==> src/rtl/spi_reg_pkg.sv <==
package spi_reg_pkg;
  parameter int FRAME_W   = 32;
  parameter int DATA_W    = 24;
  parameter int ADDR_W    = 7;
  parameter int ADDR_LSB  = DATA_W;
  parameter int WR_BIT    = FRAME_W - 1;
  parameter int PRESC_W   = 4;
  parameter int PRESC_RST = 15;
  parameter int CNT_W     = $clog2(FRAME_W) + 1;

  typedef logic [FRAME_W-1:0] frame_t;
  typedef logic [DATA_W-1:0]  data_t;
  typedef logic [ADDR_W-1:0]  addr_t;
endpackage

==> src/rtl/spi_sync.sv <==
module spi_sync #(
  parameter int W      = 1,
  parameter int STAGES = 2,
  parameter logic [W-1:0] RST_VAL = '0
) (
  input  logic         clk_i,
  input  logic         rst_ni,
  input  logic [W-1:0] d_i,
  output logic [W-1:0] q_o
);
  logic [W-1:0] stg_q [STAGES];

  always_ff @(posedge clk_i or negedge rst_ni) begin
    if (!rst_ni) begin
      for (int s = 0; s < STAGES; s++) stg_q[s] <= RST_VAL;
    end else begin
      stg_q[0] <= d_i;
      for (int s = 1; s < STAGES; s++) stg_q[s] <= stg_q[s-1];
    end
  end

  assign q_o = stg_q[STAGES-1];
endmodule

==> src/rtl/spi_frame.sv <==
module spi_frame import spi_reg_pkg::*; (
  input  logic   clk_i,
  input  logic   rst_ni,
  input  logic   sck_s_i,
  input  logic   sdi_s_i,
  input  logic   csn_s_i,
  input  frame_t reply_i,
  output logic   sdo_o,
  output logic   sdo_oe_o,
  output frame_t frame_o,
  output logic   frame_stb_o
);
  localparam logic [CNT_W-1:0] FULL_CNT = CNT_W'(FRAME_W);

  logic             sck_d_q, csn_d_q;
  logic [CNT_W-1:0] bit_cnt_q;
  frame_t           rx_q, tx_q, buf_q;
  logic             oe_q, stb_q;
  logic             sck_rise, sck_fall, cs_fall, cs_rise, cs_act;

  assign sck_rise = sck_s_i & ~sck_d_q;
  assign sck_fall = ~sck_s_i & sck_d_q;
  assign cs_fall  = csn_d_q & ~csn_s_i;
  assign cs_rise  = ~csn_d_q & csn_s_i;
  assign cs_act   = ~csn_s_i;

  always_ff @(posedge clk_i or negedge rst_ni) begin
    if (!rst_ni) begin
      sck_d_q <= 1'b0;
      csn_d_q <= 1'b1;
    end else begin
      sck_d_q <= sck_s_i;
      csn_d_q <= csn_s_i;
    end
  end

  // receive path
  always_ff @(posedge clk_i or negedge rst_ni) begin
    if (!rst_ni) begin
      rx_q      <= '0;
      bit_cnt_q <= '0;
    end else if (cs_fall) begin
      bit_cnt_q <= '0;
    end else if (cs_act && sck_rise) begin
      rx_q <= {rx_q[FRAME_W-2:0], sdi_s_i};
      if (bit_cnt_q != '1) bit_cnt_q <= bit_cnt_q + 1'b1;
    end
  end

  // transmit path
  always_ff @(posedge clk_i or negedge rst_ni) begin
    if (!rst_ni) begin
      tx_q <= '0;
      oe_q <= 1'b0;
    end else begin
      oe_q <= cs_act;
      if (cs_fall)                tx_q <= reply_i;
      else if (cs_act && sck_fall) tx_q <= {tx_q[FRAME_W-2:0], 1'b0};
    end
  end

  // frame buffer
  always_ff @(posedge clk_i or negedge rst_ni) begin
    if (!rst_ni) begin
      buf_q <= '0;
      stb_q <= 1'b0;
    end else begin
      stb_q <= cs_rise && (bit_cnt_q == FULL_CNT);
      if (cs_rise && (bit_cnt_q == FULL_CNT)) buf_q <= rx_q;
    end
  end

  assign sdo_o       = oe_q & tx_q[FRAME_W-1];
  assign sdo_oe_o    = oe_q;
  assign frame_o     = buf_q;
  assign frame_stb_o = stb_q;

  AST_CNT_CLEAR: assert property (@(posedge clk_i) disable iff (!rst_ni)
    cs_fall |=> bit_cnt_q == '0);
  AST_STB_PULSE: assert property (@(posedge clk_i) disable iff (!rst_ni)
    stb_q |=> !stb_q);
  AST_STB_FULL_FRAME: assert property (@(posedge clk_i) disable iff (!rst_ni)
    stb_q |-> $past(bit_cnt_q) == FULL_CNT);
  AST_BUF_ONLY_ON_STB: assert property (@(posedge clk_i) disable iff (!rst_ni)
    !$stable(buf_q) |-> stb_q);
  AST_SDO_QUIET: assert property (@(posedge clk_i) disable iff (!rst_ni)
    (csn_s_i && csn_d_q) |=> !sdo_o && !sdo_oe_o);
endmodule

==> src/rtl/spi_regbank.sv <==
module spi_regbank import spi_reg_pkg::*; #(
  parameter int NUM_REGS = 4
) (
  input  logic                     clk_i,
  input  logic                     rst_ni,
  input  logic                     stb_i,
  input  frame_t                   frame_i,
  output logic [NUM_REGS*DATA_W-1:0] regs_o,
  output frame_t                   reply_o
);
  localparam int    IDX_W  = (NUM_REGS > 1) ? $clog2(NUM_REGS) : 1;
  localparam addr_t NUM_A  = ADDR_W'(NUM_REGS);

  data_t regs_q [NUM_REGS];
  addr_t last_addr_q;
  addr_t wr_addr;
  data_t wr_data, rd_data;
  logic  wr_en;

  assign wr_en   = frame_i[WR_BIT];
  assign wr_addr = frame_i[ADDR_LSB +: ADDR_W];
  assign wr_data = frame_i[DATA_W-1:0];

  always_ff @(posedge clk_i or negedge rst_ni) begin
    if (!rst_ni)    last_addr_q <= '0;
    else if (stb_i) last_addr_q <= wr_addr;
  end

  for (genvar g = 0; g < NUM_REGS; g++) begin : g_reg
    localparam data_t RST_VAL = (g == 0) ? DATA_W'(PRESC_RST) : '0;
    always_ff @(posedge clk_i or negedge rst_ni) begin
      if (!rst_ni)
        regs_q[g] <= RST_VAL;
      else if (stb_i && wr_en && (wr_addr == ADDR_W'(g)))
        regs_q[g] <= wr_data;
    end
    assign regs_o[g*DATA_W +: DATA_W] = regs_q[g];

    AST_REG_HOLD: assert property (@(posedge clk_i) disable iff (!rst_ni)
      !(stb_i && wr_en && (wr_addr == ADDR_W'(g))) |=> $stable(regs_q[g]));
  end

  assign rd_data = (last_addr_q < NUM_A) ? regs_q[last_addr_q[IDX_W-1:0]] : '0;
  assign reply_o = {1'b0, last_addr_q, rd_data};

  AST_ADDR_HOLD: assert property (@(posedge clk_i) disable iff (!rst_ni)
    !stb_i |=> $stable(last_addr_q));
endmodule

==> src/rtl/spi_reg_slave.sv <==
module spi_reg_slave import spi_reg_pkg::*; #(
  parameter int NUM_REGS    = 4,
  parameter int SYNC_STAGES = 2
) (
  input  logic                       clk_i,
  input  logic                       rst_ni,
  input  logic                       sck_i,
  input  logic                       sdi_i,
  input  logic                       csn_i,
  output logic                       sdo_o,
  output logic                       sdo_oe_o,
  output logic [FRAME_W-1:0]         frame_o,
  output logic                       frame_stb_o,
  output logic [NUM_REGS*DATA_W-1:0] regs_o
);
  logic [2:0] pins_s;
  frame_t     reply;

  spi_sync #(.W(3), .STAGES(SYNC_STAGES), .RST_VAL(3'b100)) i_sync (
    .clk_i (clk_i),
    .rst_ni(rst_ni),
    .d_i   ({csn_i, sdi_i, sck_i}),
    .q_o   (pins_s)
  );

  spi_frame i_frame (
    .clk_i      (clk_i),
    .rst_ni     (rst_ni),
    .sck_s_i    (pins_s[0]),
    .sdi_s_i    (pins_s[1]),
    .csn_s_i    (pins_s[2]),
    .reply_i    (reply),
    .sdo_o      (sdo_o),
    .sdo_oe_o   (sdo_oe_o),
    .frame_o    (frame_o),
    .frame_stb_o(frame_stb_o)
  );

  spi_regbank #(.NUM_REGS(NUM_REGS)) i_regbank (
    .clk_i  (clk_i),
    .rst_ni (rst_ni),
    .stb_i  (frame_stb_o),
    .frame_i(frame_o),
    .regs_o (regs_o),
    .reply_o(reply)
  );
endmodule

==> config.mk <==
export PLATFORM = sky130hd
export DESIGN_NAME = spi_reg_slave
export DESIGN_NICKNAME = d
export VERILOG_FILES = /design/src/rtl/spi_reg_pkg.sv /design/src/rtl/spi_sync.sv /design/src/rtl/spi_frame.sv /design/src/rtl/spi_regbank.sv /design/src/rtl/spi_reg_slave.sv
export SDC_FILE = /design/constraint.sdc
export NUM_CORES = 1
export LEC_CHECK = 0
export BUFFER_PORTS_ARGS = -buffer_cell sky130_fd_sc_hd__buf_2
export CORE_AREA = 2 2 131 133
export CTS_CLUSTER_SIZE = 16
export DETAILED_ROUTE_END_ITERATION = 16
export DIE_AREA = 0 0 133 135
export PLACE_DENSITY = 0.85
export REMOVE_ABC_BUFFERS = 1
export SYNTH_ARGS = -nofsm -noshare
export SYNTH_HDL_FRONTEND = slang
export SYNTH_SLANG_ARGS = --single-unit
==> constraint.sdc <==
create_clock -name clk_i -period 2.15 [get_ports clk_i]
set_input_delay 0 -clock clk_i [delete_from_list [all_inputs] [get_ports clk_i]]
set_output_delay 0 -clock clk_i [all_outputs]
set_load 0.005 [all_outputs]
**Word level (Yosys, flattened, before mapping)**

Index checks and enable logic that the tools add are counted.

- Bits in registers: 215
- Bits in latches: 0
- RAM bits: 0
- Memory bits (read-only): 0
- Input port bits: 5
- Output and inout bits: 131
- Logic and storage cells: 57
- Memories: 0

- Add/sub/neg operators: 1
- Multiply operators: 0
- Divide/modulo/power cells: 0
- $lt $le $gt $ge: 2
- Eq/ne operators: 5
- Shift operators: 0
- Muxes and demuxes: 9
- Bitwise logic cells: 11
- Reduce and logical (&&, ||, !) cells: 14

Operator list:

| cell | number |
|---|---|
| two-way mux 24 bit | 3 |
| two-way mux 32 bit | 2 |
| binary-select mux 24 bit (select 2 bit) | 1 |
| two-way mux 6 bit | 3 |
| == test 7 x 2 -> 1 bit, second input constant | 2 |
| logical AND 1 bit | 8 |
| == test 7 x 1 -> 1 bit, second input constant | 1 |
| logical NOT 7 bit | 1 |
| less-than comparator 7 x 3 -> 1 bit, second input constant | 1 |
| adder 6 x 1 -> 6 bit, second input constant | 1 |
| == test 6 bit, second input constant | 1 |
| != test 6 bit, second input constant | 1 |
| nonzero test 2 bit | 3 |
| AND 1 bit | 5 |
| NOT 1 bit | 5 |
| AND reduction 2 bit | 2 |
| >= comparator 3 bit, second input constant | 1 |
| NOT 2 -> 3 bit | 1 |

**Longest topological paths before layout**

- Depth in word-level cells: 6
- Depth in mapped cells: 6
- Depth with buffers taken out: 5

**Cells and area by module**

A second synthesis with hierarchy kept.

- Cells, all modules: 623
- Area total of the unflattened synthesis: 9327.7 µm²

By module, submodules not included:

| module | instances | cells an instance | area each (µm²) |
|---|---|---|---|
| spi_regbank | 1 | 288 | 4730.8 |
| spi_frame | 1 | 326 | 4421.7 |
| spi_sync | 1 | 9 | 175.2 |

**Worst setup path after synthesis**

OpenSTA, ideal clock, no wires.

- Kind: reg2reg
- From: register i_frame.buf_q[26], in the netlist i_frame.frame_o[26]
- To: register i_regbank.regs_q (netlist bit i_regbank.regs_o[22])
- Arrival: 1584 ps
- Data required time: 2025 ps
- Path slack: 441 ps
- Stages on the path, launching flop included: 6
- Cell sequence: dfrtp_1 -> nor4_4 -> and4b_1 -> buf_4 -> buf_6 -> mux2_2

- Cells in the longest elaborated chain, start to end: 2

RTL lines:

| what | line | RTL |
|---|---|---|
| start: declaration | spi_frame.sv:17 | `frame_t rx_q, tx_q, buf_q;` |
| start signal: assignment | spi_frame.sv:69 | `if (cs_rise && (bit_cnt_q == FULL_CNT)) buf_q <= rx_q;` |
| logical NOT 7 bit | spi_regbank.sv:34 | `else if (stb_i && wr_en && (wr_addr == ADDR_W'(g)))` |
| logical AND 1 bit | spi_regbank.sv:34 |  |
| end signal: indexed assignment | spi_regbank.sv:35 | `regs_q[g] <= wr_data;` |
| end: declaration | spi_regbank.sv:14 | `data_t regs_q [NUM_REGS];` |

Every way passes these cells.
A chain may end at the register's enable or synchronous reset.

**Final worst setup path**

- From: register i_sync.stg_q (netlist bit i_sync.q_o[0])
- To: register i_frame.rx_q[24]

- Cells in the longest elaborated chain, start to end: 3

RTL lines:

| what | line | RTL |
|---|---|---|
| start: declaration | spi_sync.sv:11 | `logic [W-1:0] stg_q [STAGES];` |
| AND 1 bit | spi_frame.sv:21 | `assign sck_rise = sck_s_i & ~sck_d_q;` |
| logical AND 1 bit | spi_frame.sv:44 | `end else if (cs_act && sck_rise) begin` |
| AND reduction 2 bit (no source line) | n/a |  |
| end signal: assignment | spi_frame.sv:45 | `rx_q <= {rx_q[FRAME_W-2:0], sdi_s_i};` |
| end: declaration | spi_frame.sv:17 |  |

Every way passes these cells.

==> out/qor.yml <==
run_status:
  status: "finished, final reports clean"
synthesis:
  syn_area_per_cell_um2: 15.8
  ys_seq_area_share_pct: 60.0
  syn_area_um2: 8980
  ys_async_sr_fraction_pct: 100
  ys_types: 42
  netlist_top_cells_area: "dfrtp_1 58%, mux2_2 20%, mux4_2 6.0%"
  synthSimpleGateAreaFrac_pct: 4.71
  synth_compound_area_share_pct: 3.66
  yosys_warnings: 0
  ys_ff_latch: 215
  syn_inst: 569
  synth_top_area_cell: "dfrtp_1"
  synth_edf_count: 0
  synth_top_family_by_area: "multiplexers"
  synthFlopType: "dfrtp_1"
  synth_xor_area_share_pct: 0
  synth.area.mux_share_pct: 28.3
  synth_top_area_share_pct: 57.9
  yosys.area_share.adder_pct: 0.279
final_layout:
  antennaDiodeCount: 0
  syn_to_final_growth_pct: 19.2
  multiInputGateArea_um2: 3330
  mostFrequentLayoutCells: "207 x dfrtp_1, 157 x mux2_2, 134 x buf_2, 25 x and2_1, 24 x mux4_2"
  final_nets: 727
  final_area_um2: 10700
  layout_commonest_cell: "dfrtp_1"
  regArea_um2: 5390
  drive_gt1_share_pct: 52.9
  n_fill_cell: 1176
cts:
  post-cts-setup-buffers: 0
  cts_made_buffers: 22
  tritoncts: "done"
  ctsHoldBuffers: 4
  worst_setup_hold_path_clk_slew_ns: 0.06
  cts_max_level: 1
  cts_num_sinks: 215
  ctsResizeCount: 0
  clk_path_buf_depth: 3
  clk_latency_ns: 0.49
  cts_root_buf: "clkbuf_16"
pwr:
  totalPowerFinal_mw: 8.24
  p_per_area_nw_per_um2: 769
  ir_worst_vdd_mv: 0.635
  leakagePower_nw: 5.65
die:
  fp-row-count: 47
  die_h_um: 135
  core-area_um2: 16400
  die_width_um: 133
  die_area_um2: 18000
  initial_utilization_pct: 54.7
  ioPinCount: 136
placement:
  place_area_um2: 9940
  gp_congestion: 0.756
  io_buffers: 135
  dp_hpwl_um: 13100
detailed_routing:
  wirelength_um: 19700
  drt_iter0_drc: 292
  vias_per_cell: 5.73
  dr.pass1.iters: 4
  num_vias: 5473
  antenna_left: 0
  drc: 0
  wire_per_inst_um: 20.6
worst_hold_path:
  worstHoldPathType: "input pin to asynchronous set/reset pin"
sta:
  max_clock_freq_mhz: 523
  layout_min_cycle_time_ns: 1.91
  setup_viol: 0
  drv_slew: 0
  tightest_slew_ns: 1.01
  fin_setup_tns_ns: 0
  hold_viol: 0
  rsz0062_at_grt: "no"
  fin_skew_ns: 0.00876
  period_share_pct: 88.9
  slew_headroom_pct: 32.7
setup_path:
  crit_start: "i_sync.q_o[0]$_DFF_PN0_"
  path_class: "flop to flop"
  worst-path-max-fanout: 21
  cp-start-kind: "flop"
  worstPathRequired_ns: 2.52
  rr_worst_depth: 4
  arrival_ns: 2.29
  r2r_setup_slack_ns: 0.24
  rr_startpoint: "i_sync.q_o[0]$_DFF_PN0_"
  worstSetupEndpointType: "flop"
  reg2reg_to: "i_frame.rx_q[24]$_DFFE_PN0P_"
job:
  cap_violations: 0
grt:
  grt_pass1_wl_um: 31800
  track_usage_pct: 22.4
  grt_max_degree: 65
  first_global_vias: 5795
  grt-ovfl-total: 0
  antenna_found_initial: 0
synth_stat cells (3+ instances only):
cell      number
and2_1        25
mux2_1        10
nand2_1        7
mux4_2        24
buf_4          3
nand3_1        3
mux2_2       157
a221o_1       22
buf_6         11
nor2_1         8
a21oi_1        9
inv_1          9
clkbuf_1       8
dfstp_2        7
mux2i_1       12
nand4_1        4
buf_2         12
dfrtp_1      208
and3_1         3
critical path, cell delays in order, from the launching register on:
cell     delay [ns]
dfrtp_1        0.47
nor3b_4        0.38
and2b_1        0.24
buf_4          0.33
mux2_2         0.38
final cells by class:
type	count	area share, %
inverter	9	0.315
clock inverter	9	0.911
multi-input combinational	310	31.1
clock buffer	30	5.90
tap	220	2.57
sequential	215	50.3
timing repair buffer	162	8.84
stage by stage:
step	setup WS [ns]	instances	hold slack [ns]	utilization, %
finish	0.238	955	0.0789	65.3
global route	0.134	955	0.124	65.3
CTS	0.240	955	0.0876	65.3
detailed placement	0.259	912	0.0456	60.6
global placement	0.391	912	0.0302	60.6
floorplan	-0.152	534	-0.296	-
per-layer routing:
metal | global-route usage (%) | share of wire [%] | up-vias
li1 | - | - | 2401
met5 | 0 | 0 | -
met3 | 3.68 | 5.3 | 34
met1 | 29.7 | 42 | 2880
met4 | 7.17 | 2.0 | 0
met2 | 38.2 | 51 | 158
state kept, by name, summed over array words and instances (netlist names):
| signal | count |
|---|---|
| i_regbank.regs_o | 96 |
| i_frame.sdo_oe_o | 1 |
| i_frame.tx_q | 32 |
| i_regbank.last_addr_q | 7 |
| i_frame.bit_cnt_q | 6 |
| i_frame.csn_d_q | 1 |
| i_frame.frame_stb_o | 1 |
| i_sync.q_o | 3 |
| i_frame.rx_q | 32 |
| i_frame.frame_o | 32 |
| i_sync.stg_q | 3 |
| i_frame.sck_d_q | 1 |
worst max-delay path by stage:
stage	cells after the start	slack, ns	endpoint
finish	4	0.24	i_frame.rx_q[24]$_DFFE_PN0P_
CTS	4	0.24	i_frame.rx_q[25]$_DFFE_PN0P_
floorplan	5	-0.15	i_frame.frame_o[0]$_DFFE_PN0P_
detailed placement	4	0.26	i_frame.rx_q[30]$_DFFE_PN0P_
global route	4	0.13	i_frame.rx_q[24]$_DFFE_PN0P_
global placement	4	0.39	i_frame.rx_q[31]$_DFFE_PN0P_
cell families (layout without fill, tap and decap cells):
group,after synthesis,in the layout
AOI/OAI and AO/OA,40,40
DFF,215,215
and+or+nand+nor,65,65
buffers and inverters,44,210
muxes,203,203
adders and majority gates,2,2
where the power goes:
part | switching, mW | internal, mW
clock network | 1.52 | 2.30
registers | 0.0549 | 4.12
logic | 0.154 | 0.0901
total | 1.73 | 6.51
Power figures use the tool's default switching activity.
